--- src/rtl/vmode_pkg.sv ---
package vmode_pkg;

    localparam int MODE_W = 2;

    typedef logic [MODE_W-1:0] mode_t;

    typedef enum logic [MODE_W-1:0] {
        RES_LOW  = 2'd0,
        RES_MED  = 2'd1,
        RES_HIGH = 2'd2,
        RES_RSVD = 2'd3
    } res_mode_e;

    typedef struct packed {
        logic  wr;
        logic  rd;
        mode_t wdata;
    } bus_req_t;

    // Reserved pattern is shown to the video path as high resolution.
    function automatic mode_t to_display(mode_t raw);
        if (raw == mode_t'(RES_RSVD))
            return mode_t'(RES_HIGH);
        return raw;
    endfunction

endpackage

--- src/rtl/vmode_bus_decode.sv ---
module vmode_bus_decode
    import vmode_pkg::*;
#(
    parameter int DATA_W = 8
) (
    input  logic              bus_cs,
    input  logic              bus_rnw,
    input  logic [DATA_W-1:0] bus_din,
    output bus_req_t          req
);
    logic unused_din_hi;
    assign unused_din_hi = ^bus_din[DATA_W-1:MODE_W];

    always_comb begin
        req.wr    = bus_cs & ~bus_rnw;
        req.rd    = bus_cs &  bus_rnw;
        req.wdata = bus_din[MODE_W-1:0];
    end
endmodule

--- src/rtl/vmode_store.sv ---
module vmode_store
    import vmode_pkg::*;
(
    input  logic     clk,
    input  logic     rst,
    input  bus_req_t req,
    output mode_t    stored
);
    always_ff @(posedge clk) begin
        if (rst)
            stored <= mode_t'(RES_LOW);
        else if (req.wr)
            stored <= req.wdata;
    end

    AST_WRITE_TAKES: assert property (@(posedge clk) disable iff (rst)
        req.wr |=> stored == $past(req.wdata));
    AST_HOLD_NO_WRITE: assert property (@(posedge clk) disable iff (rst)
        !req.wr |=> $stable(stored));
endmodule

--- src/rtl/vmode_readback.sv ---
module vmode_readback
    import vmode_pkg::*;
#(
    parameter int DATA_W = 8
) (
    input  logic              clk,
    input  logic              rst,
    input  bus_req_t          req,
    input  mode_t             stored,
    output logic [DATA_W-1:0] bus_dout,
    output logic              bus_oe
);
    localparam int HI_W = DATA_W - MODE_W;

    always_comb begin
        bus_oe   = req.rd;
        bus_dout = '0;
        if (req.rd)
            bus_dout = {{HI_W{1'b1}}, stored};
    end

    AST_READ_UPPER_ONES: assert property (@(posedge clk) disable iff (rst)
        bus_oe |-> &bus_dout[DATA_W-1:MODE_W]);
    AST_IDLE_QUIET: assert property (@(posedge clk) disable iff (rst)
        !bus_oe |-> bus_dout == '0);
endmodule

--- src/rtl/vmode_frame_latch.sv ---
module vmode_frame_latch
    import vmode_pkg::*;
(
    input  logic  clk,
    input  logic  rst,
    input  logic  frame_start,
    input  mode_t stored,
    output mode_t mode_out
);
    always_ff @(posedge clk) begin
        if (rst)
            mode_out <= mode_t'(RES_LOW);
        else if (frame_start)
            mode_out <= to_display(stored);
    end

    AST_EXPORT_HOLD: assert property (@(posedge clk) disable iff (rst)
        !frame_start |=> $stable(mode_out));
    AST_EXPORT_LOAD: assert property (@(posedge clk) disable iff (rst)
        frame_start |=> mode_out == to_display($past(stored)));
    AST_EXPORT_NO_RSVD: assert property (@(posedge clk) disable iff (rst)
        mode_out != mode_t'(RES_RSVD));
endmodule

--- src/rtl/vmode_reg.sv ---
module vmode_reg
    import vmode_pkg::*;
#(
    parameter int DATA_W = 8
) (
    input  logic              clk,
    input  logic              rst,
    input  logic              bus_cs,
    input  logic              bus_rnw,
    input  logic [DATA_W-1:0] bus_din,
    output logic [DATA_W-1:0] bus_dout,
    output logic              bus_oe,
    input  logic              frame_start,
    output logic [MODE_W-1:0] mode_out
);
    bus_req_t req;
    mode_t    stored;

    vmode_bus_decode #(.DATA_W(DATA_W)) u_decode (
        .bus_cs  (bus_cs),
        .bus_rnw (bus_rnw),
        .bus_din (bus_din),
        .req     (req)
    );

    vmode_store u_store (
        .clk    (clk),
        .rst    (rst),
        .req    (req),
        .stored (stored)
    );

    vmode_readback #(.DATA_W(DATA_W)) u_readback (
        .clk      (clk),
        .rst      (rst),
        .req      (req),
        .stored   (stored),
        .bus_dout (bus_dout),
        .bus_oe   (bus_oe)
    );

    vmode_frame_latch u_latch (
        .clk         (clk),
        .rst         (rst),
        .frame_start (frame_start),
        .stored      (stored),
        .mode_out    (mode_out)
    );

    AST_READ_ENABLES: assert property (@(posedge clk) disable iff (rst)
        (bus_cs && bus_rnw) |-> bus_oe);
    AST_NO_DRIVE_UNSELECTED: assert property (@(posedge clk) disable iff (rst)
        !bus_cs |-> !bus_oe);
endmodule

--- config.mk ---
export PLATFORM = sky130hd
export DESIGN_NAME = vmode_reg
export DESIGN_NICKNAME = d
export VERILOG_FILES = /design/src/rtl/vmode_pkg.sv /design/src/rtl/vmode_bus_decode.sv /design/src/rtl/vmode_store.sv /design/src/rtl/vmode_readback.sv /design/src/rtl/vmode_frame_latch.sv /design/src/rtl/vmode_reg.sv
export SDC_FILE = /design/constraint.sdc
export NUM_CORES = 1
export LEC_CHECK = 0
export ABC_CLOCK_PERIOD_IN_PS = 1300
export BUFFER_PORTS_ARGS = -buffer_cell sky130_fd_sc_hd__buf_2
export CORE_AREA = 2 2 39 41
export CTS_CLUSTER_DIAMETER = 30
export DETAILED_ROUTE_END_ITERATION = 12
export DIE_AREA = 0 0 41 43
export SYNTH_ARGS = -nofsm -noshare
export SYNTH_HDL_FRONTEND = slang
export SYNTH_SLANG_ARGS = --single-unit
--- constraint.sdc ---
create_clock -name clk -period 1.3 [get_ports clk]
set_clock_uncertainty 0.15 [all_clocks]
set_input_delay 0.26 -clock clk [delete_from_list [all_inputs] [get_ports clk]]
set_output_delay 0.26 -clock clk [all_outputs]
set_load 0.01 [all_outputs]
==> results.txt, run 1 <==
Post-detailed-placement half-perimeter wirelength: 402 um. Across the VDD grid, the largest voltage drop is 0.188 mV. The total overflow left after global routing is 0. Clock-pin slew was measured on the worst setup and hold paths at 0.04 ns. In this run the worst setup path terminates at bus_dout[0]. The worst-case headroom to the max-slew limit came out at 91.8%. The data arrival time of the critical path was 0.85 ns; the die outline height was 43 um.

For the worst setup path, the data required time is 0.89 ns. In this run the remaining antenna-violating nets after routing total 0. The die width was 41 um; the number of fillers in the final layout was 156. The total count of max-transition violations in the final report is 0, and the final routed DRC violation total is 0.

Summing the areas of all compound-gate instances in the mapped netlist gives 6.32% of the synthesized area. The initial standard-cell utilization of the core was 17.2%. In the final design database the tool counted 55 nets. After synthesis, the largest family of logic cells by area is simple AND/OR/NAND/NOR gates. Cells with a size suffix above 1 make up 65.0% of the layout. TritonCTS built the clock tree. Before CTS, the worst setup slack after placement is 0.0979 ns. The tightest min-delay check is of the primary input to flip-flop type. The cell leakage power was 0.000173 uW. The element type at the critical path start is a flip-flop. The type of element capturing the critical path was a primary output. After Yosys synthesis, XOR and XNOR cells account for 0% of the synthesized area.

The number of warning messages in the yosys log came out at 0. The sequential share of the synthesized area came out at 33.7%. In this run the deepest clock path goes through 2 buffers. Summing the areas of all and, or, nand and nor instances in the mapped netlist gives 36.8% of the synthesized area.

The initial antenna violation count is 0, and the growth of design area from synthesis to finish is 38.9%. For the area of the die, the log shows 0.00176 mm2. The number of H-tree branching levels was 1.

The setup check on the worst reg-to-reg path leaves a slack of 0.37 ns. The tools report the number of clock sinks seen by CTS as 4. The worst reg-to-reg path cell count works out to 3. Counting instances, the worst hold path has a depth of 2. The synthesized cell area came out at 238 um2.

The endpoint identified for the worst register-to-register timing path is u_latch.mode_out[0]. Setup repair after global routing left no endpoint under its margin. After routing the design area is 330 um2. After Yosys synthesis, full adders, half adders and majority gates account for 0% of the synthesized area. Pin placement for this block handled 24 I/O pins.

Global routing used 7.23% of the available tracks across all layers. The startpoint-to-endpoint class of the critical path is flip-flop to primary output. Subtracting the final worst setup slack from the clock period gives 1.26 ns. First-pass iteration count of the detailed router: 2. The number of nets handed over by synthesis was 38. At the pin with the least slew margin, the transition time is 0.119 ns. The post-synthesis area per instance was 9.51 um2; the peak clock frequency supported by timing was 0.796 GHz.

The number of distinct library cell variants in the gate-level netlist after synthesis was 12. The final layout contains routed wiring with a total length of 497 um. The proportion of synthesized area in mux cells was 4.21%; the via count of the first global-routing pass was 202.

After layout, the worst setup slack is 0.0436 ns. The cell count after synthesis came out at 25. During placement, the flow inserted port buffers numbering 17. First-pass GRT wire length: 759 um.

Count of hold-fix buffers inserted at cts: 0. The post-synthesis register bit count came out at 4. The flow ran to the end, and the final reports show no timing, DRC or antenna violations. The repair_antennas step left the layout with diodes totalling 0.

Entering global routing, the biggest net connects 8 pins. After detailed placement, the total cell area comes to 298 um2. Row generation in the floorplan step produced 14 rows.

The tools report the number of violations reported at the end of detailed-routing iteration 0 as 1. The power per cell area was 1030 mW/mm2; the vias after detailed routing was 224. The routed length per placed instance came out at 8.88 um.

The total CTS buffers came out at 3. The final RePlAce weighted congestion was 0.655; the final worst-path cycle share was 96.6%. The final number of setup-violating endpoints was 0; the via-per-instance ratio was 4.00. The total negative slack for setup checks was 0 ns; the highest fanout seen on the critical path was 3.

Root buffer cell: sky130_fd_sc_hd__clkbuf_4. Across the run, the number of max-cap violations was 0. The run gives 0.101 ns as the smallest hold slack. The tools report the launch point of the worst reg-to-reg path as u_store.stored[1].

After floorplanning, the core was sized to cover 0.00138 mm2. The clock reaches the later pin of the worst-skew pair after 0.23 ns. The count of endpoints failing hold in the final timing report is 0. The most critical setup path has its startpoint at u_store.stored[0].
## cell type report
class	instances	area, um2	area share (%)
Clock buffer	3	22.5	6.82
Tap cell	16	20.0	6.06
Multi-Input combinational cell	15	113	34.1
Timing Repair Buffer	18	92.6	28.0
Sequential cell	4	82.6	25.0
## where the power goes
part | internal (uW) | switching (uW) | total (uW)
Clock | 103 | 51.7 | 155
Combinational | 28.0 | 26.7 | 54.7
Sequential | 129 | 2.46 | 131
Total | 260 | 80.8 | 341
## placed cells by master (no fill, tap or decap)
master                      count
sky130_fd_sc_hd__a21oi_1        1
sky130_fd_sc_hd__and2_1         1
sky130_fd_sc_hd__buf_4          1
sky130_fd_sc_hd__nand3b_1       1
sky130_fd_sc_hd__dfxtp_2        2
sky130_fd_sc_hd__dfxtp_1        2
sky130_fd_sc_hd__clkbuf_4       3
sky130_fd_sc_hd__buf_2         17
sky130_fd_sc_hd__nor2b_4        1
sky130_fd_sc_hd__nand2b_1       3
sky130_fd_sc_hd__mux2i_1        1
sky130_fd_sc_hd__o21ai_1        2
sky130_fd_sc_hd__and3_2         2
sky130_fd_sc_hd__nand4bb_1      2
sky130_fd_sc_hd__nor2_1         1
## cell families after synthesis
group,after synthesis
muxes,1
AOI/OAI and AO/OA,3
and+or+nand+nor,11
DFF,4
buffers and inverters,6
## registers in the layout, summed over array words and instances, names as in the netlist
signal	count
u_latch.mode_out	2
u_store.stored	2
## critical path: stages (launching register included)
cell	delay [ns]
sky130_fd_sc_hd__dfxtp_2	0.32
sky130_fd_sc_hd__and3_2	0.17
sky130_fd_sc_hd__buf_2	0.13
## how the worst min path moves through the flow
stage / from / slack (ns) / end
after floorplan: rst / 0.18 / u_latch.mode_out[0]
after global placement: u_latch.mode_out[0] / 0.31 / u_latch.mode_out[0]
after detailed placement: u_latch.mode_out[0] / 0.31 / u_latch.mode_out[0]
after CTS: rst / 0.10 / u_latch.mode_out[0]
after global routing: rst / 0.11 / u_latch.mode_out[0]
final: rst / 0.10 / u_latch.mode_out[0]
## per-layer routing
| layer | global-route usage, % | part of all wire [%] | up-vias |
|---|---|---|---|
| li1 | - | - | 112 |
| met1 | 5.79 | 36 | 101 |
| met2 | 10.0 | 51 | 11 |
| met3 | 3.66 | 13 | 0 |
| met4 | 10.0 | 0 | 0 |
| met5 | 0 | 0 | - |
## what timing repair did
action / CTS / global route
gates resized for setup: 1 / 1
buffers inserted: 0 / 1
setup endpoints to repair: 1 / 2
gates cloned: 0 / 0
## through the flow
stage	instances	utilization, %	total power (uW)
after floorplan	25	-	169
after global placement	52	21.5	186
after CTS	55	23.2	348
final	56	23.9	341
after global routing	56	23.9	367
after detailed placement	52	21.5	186
## Yosys cell counts
library cell | n | area share, %
sky130_fd_sc_hd__nand2b_1 | 3 | 7.9
sky130_fd_sc_hd__buf_4 | 6 | 19
sky130_fd_sc_hd__o21ai_1 | 2 | 4.2
sky130_fd_sc_hd__nor2_1 | 1 | 1.6
sky130_fd_sc_hd__dfxtp_1 | 4 | 34
sky130_fd_sc_hd__nand3b_1 | 1 | 3.2
sky130_fd_sc_hd__and3_2 | 2 | 6.3
sky130_fd_sc_hd__mux2i_1 | 1 | 4.2
sky130_fd_sc_hd__a21oi_1 | 1 | 2.1
sky130_fd_sc_hd__nand4bb_1 | 2 | 9.5
sky130_fd_sc_hd__and2_1 | 1 | 2.6
sky130_fd_sc_hd__nor2b_4 | 1 | 5.8
(Power assumes the default switching activity.)
==> run 2, diff against run 1 <==
GPL_TIMING_DRIVEN = 0   (was unset)
SYNTH_HIERARCHICAL = 1   (was unset)
==> run 2 against run 1 <==
Global-route usage down 1.0 points. Combinational power grew 21%. Routed wire length fell by 8.0%. Design area grew 9.1%. Flip-flop and latch count is the same. Clock power barely moved. Critical endpoint is now bus_dout[1]. First-iteration DRC count fell by 100%. Area after synthesis grew 1.1%. Non-clock buffer count rose by 6. Via count decreased by 2.7%. Die area unchanged.
==> results.txt, run 2 <==
Across all register-to-register paths, the minimum setup slack is 0.47 ns. Setup repair after global routing left no endpoint under its margin. The die is 43 um tall.

The area share of the largest cell type after synthesis came out at 33.3%. By count the netlist is led by 9 x sky130_fd_sc_hd__buf_4, 4 x sky130_fd_sc_hd__dfxtp_1, 3 x sky130_fd_sc_hd__mux2i_1, 3 x sky130_fd_sc_hd__nor2_1, 2 x sky130_fd_sc_hd__and2_1. Traced cell by cell, the critical path runs through and2_1, buf_2. 24 I/O pins were placed. The element type at the critical path start is a flip-flop. Compared with the post-synthesis result, the final layout area differs by 50.0%. The root buffer cell chosen for the clock tree is sky130_fd_sc_hd__clkbuf_4. The critical path crosses 2 cells after its start point. The number of warning messages in the yosys log is 6, and the highest fanout seen on the critical path is 4. For the worst-case headroom to the max-slew limit, the log shows 91.5%. The worst register-to-register path ends at u_latch/mode_out[0].

From left edge to right edge, the die measures 41 um. The count of endpoints failing hold in the final timing report is 0. The library cell with the highest instance count after synthesis is sky130_fd_sc_hd__buf_4. TritonCTS built the clock tree.

For this run, asynchronously set or reset flops after synthesis account for 0%. For this run the aggregate overflow at the end of global routing stands at 0. The detail route stage leaves a number of antenna-violating nets equal to 0.

The tools report the cell leakage power as 0.000200 uW. The master of the slowest instance on the critical path was sky130_fd_sc_hd__dfxtp_2. The synthesized netlist occupies a cell area of 240 um2. Cell class contributing the biggest share of worst-path delay: flip-flops.

Using the TritonRoute via totals, the vias-per-cell ratio works out to 3.63. The run gives 703 um as the first-pass GRT wire length. VDD sags by at most 0.292 mV. STA puts the critical path data required time at 0.89 ns. The top cell types in the final layout, fill and taps aside, are 15 x sky130_fd_sc_hd__buf_2, 9 x sky130_fd_sc_hd__buf_4. The number of buffers and inverters on the critical path was 1; the peak clock frequency supported by timing was 0.805 GHz.

The clock reaches the later pin of the worst-skew pair after 0.23 ns. The count of port buffers added during placement came out at 15. The region available for standard cell placement spans 0.00138 mm2.

Fill cells in the final layout number 165. In this run, synthesis produced a sequential element count of 4. The total negative slack for setup checks is 0 ns, and the antenna diode count is 0. The row count is 14, and the first-pass iteration count of the detailed router is 1. Post-CTS timing repair inserted 0 buffers for setup.

Cells with a size suffix above 1 make up 70.5% of the layout. The die covers 0.00176 mm2. Of the total synthesized cell area, the portion taken by XOR and XNOR cells is 0%. The tools report the final routed DRC violation total as 0. The cell count of the worst hold path is 2. Counting I/O delays and the setup requirement, the final critical path takes 1.24 ns.

Summed over all instances, the cell type with the most area after synthesis is sky130_fd_sc_hd__dfxtp_1. The net total in the final layout is 59. In this run the critical register-to-register path is launched from u_store/stored[1]. Dominant synthesized flop cell: sky130_fd_sc_hd__dfxtp_1. The synthesized netlist devotes 3.65% of its cell area to compound gates. The synthesized instance count is 26, and the routed length per placed instance is 7.62 um. Summing the areas of all fa, ha and maj instances in the mapped netlist gives 0% of the synthesized area. For the number of distinct library cell variants in the gate-level netlist after synthesis, the log shows 10.

The total power draw was 355 uW. Across every metal layer, demand over resource in global routing totals 6.22%. STA classifies the critical path endpoint as a primary output. In the synthesized netlist, mux cells make up 12.5% of the area.

The data arrival time of the critical path is 0.83 ns, and the sequential share of the synthesized area is 33.3%. For the total CTS buffers, the log shows 3. The critical path starts at u_store/stored[1].

After synthesis, the cell types taking the most area are sky130_fd_sc_hd__dfxtp_1 33%, sky130_fd_sc_hd__buf_4 28%, sky130_fd_sc_hd__mux2i_1 13%, sky130_fd_sc_hd__and2_1 5.2%, sky130_fd_sc_hd__nor2_1 4.7%. The final RePlAce weighted congestion is 0.664, and the initial antenna violation count is 0. Setup violations remaining at the end of the flow were counted as 0. Area fraction in and, or, nand and nor cells after synthesis: 22.4%.

The number of gates given a new drive strength after cts came out at 0. Once the floorplan was initialized, standard cells occupied 17.4% of the core. For this design, the CTS-stage hold fixing added 0 buffers. The detailed router finished its first iteration with 0 violations. The run gives 2 as the clock tree buffer depth. Leading cell type in the layout, fill and taps excluded: sky130_fd_sc_hd__buf_2. In this run, synthesis inferred 0 flip-flops with an integrated enable. Across all layers, the routed design uses 218 vias. The run gives 1 as the number of H-tree branching levels. On the worst path, the slowest cell contributes a delay of 0.32 ns.

The run finished with clean final reports. The run gives 185 as the via count of the first global-routing pass. Maximum number of pins on one net before global-route repair: 10. The power per cell area was 986 mW/mm2. The post-synthesis area per instance came out at 9.24 um2. Across the run, the number of max-cap violations was 0. The worst min-delay path category was primary input to flip-flop. The transition time at the pin with the least slew margin was 0.124 ns. For the routed wire length, the log shows 457 um.

The run gives 0 as the total count of max-transition violations in the final report. Clock tree synthesis found a total of 4 sinks. Startpoint-to-endpoint class of the critical path: flip-flop to primary output. Of the available clock period, the critical path in the final layout requires 95.6%. The worst reg-to-reg path cell count is 2.

The main combinational cell family by area after synthesis is buffers and inverters. The clock-pin transition on the worst setup and hold timing paths came out at 0.04 ns. The capture point of the worst path was bus_dout[1]. Cells fill 26.0% of the core in the end. Counting every net in the synthesized netlist gives 39.

The largest registers in the layout are u_latch/mode_out (2), u_store/stored (2).
[run 2: worst min path at each step]
| stage | start | to |
|---|---|---|
| after floorplan | rst | u_latch/mode_out[0] |
| after global placement | u_latch/mode_out[0] | u_latch/mode_out[0] |
| after detailed placement | u_latch/mode_out[0] | u_latch/mode_out[0] |
| after CTS | rst | u_latch/mode_out[0] |
| after global routing | rst | u_latch/mode_out[0] |
| final | rst | u_latch/mode_out[0] |
[run 2: cells by family after synthesis]
kind of cell    after synthesis
buf+inv                       9
mux                           3
simple gates                  9
compound gates                1
flops                         4
[run 2: worst register-to-register path, cell delays in order, from the launching register on]
cell	delay, ns
sky130_fd_sc_hd__dfxtp_2	0.32
sky130_fd_sc_hd__nand3b_1	0.17
sky130_fd_sc_hd__a21oi_2	0.13
[run 2: layer usage]
metal | global-route usage [%] | share of wire [%]
met1 | 5.47 | 41
met2 | 9.38 | 47
met3 | 3.14 | 12
met4 | 6.00 | 0
met5 | 0 | 0
[run 2: report_power, final]
part           internal [uW]  switching, uW  total (uW)
Clock                    104           54.3         158
Combinational           39.9           26.4        66.3
Sequential               128           2.97         131
[run 2: cell type report]
class / count / area [um2] / area share, %
multi-input cells: 13 / 93.8 / 26.0
flip-flops and latches: 4 / 81.3 / 22.6
repair buffers: 15 / 75.1 / 20.8
plain buffers: 9 / 67.6 / 18.7
clock buffers: 3 / 22.5 / 6.25
well taps: 16 / 20.0 / 5.56
[run 2: stage by stage]
step                      setup slack (ns)  std cells  hold WS [ns]  cell area (um2)
after floorplan                      0.244         26         0.172              240
after global placement              0.0258         57         0.318              335
after detailed placement            0.0152         57         0.325              335
after CTS                           0.0147         60        0.0774              358
after global routing                0.0103         60        0.0921              360
final                               0.0571         60        0.0841              360
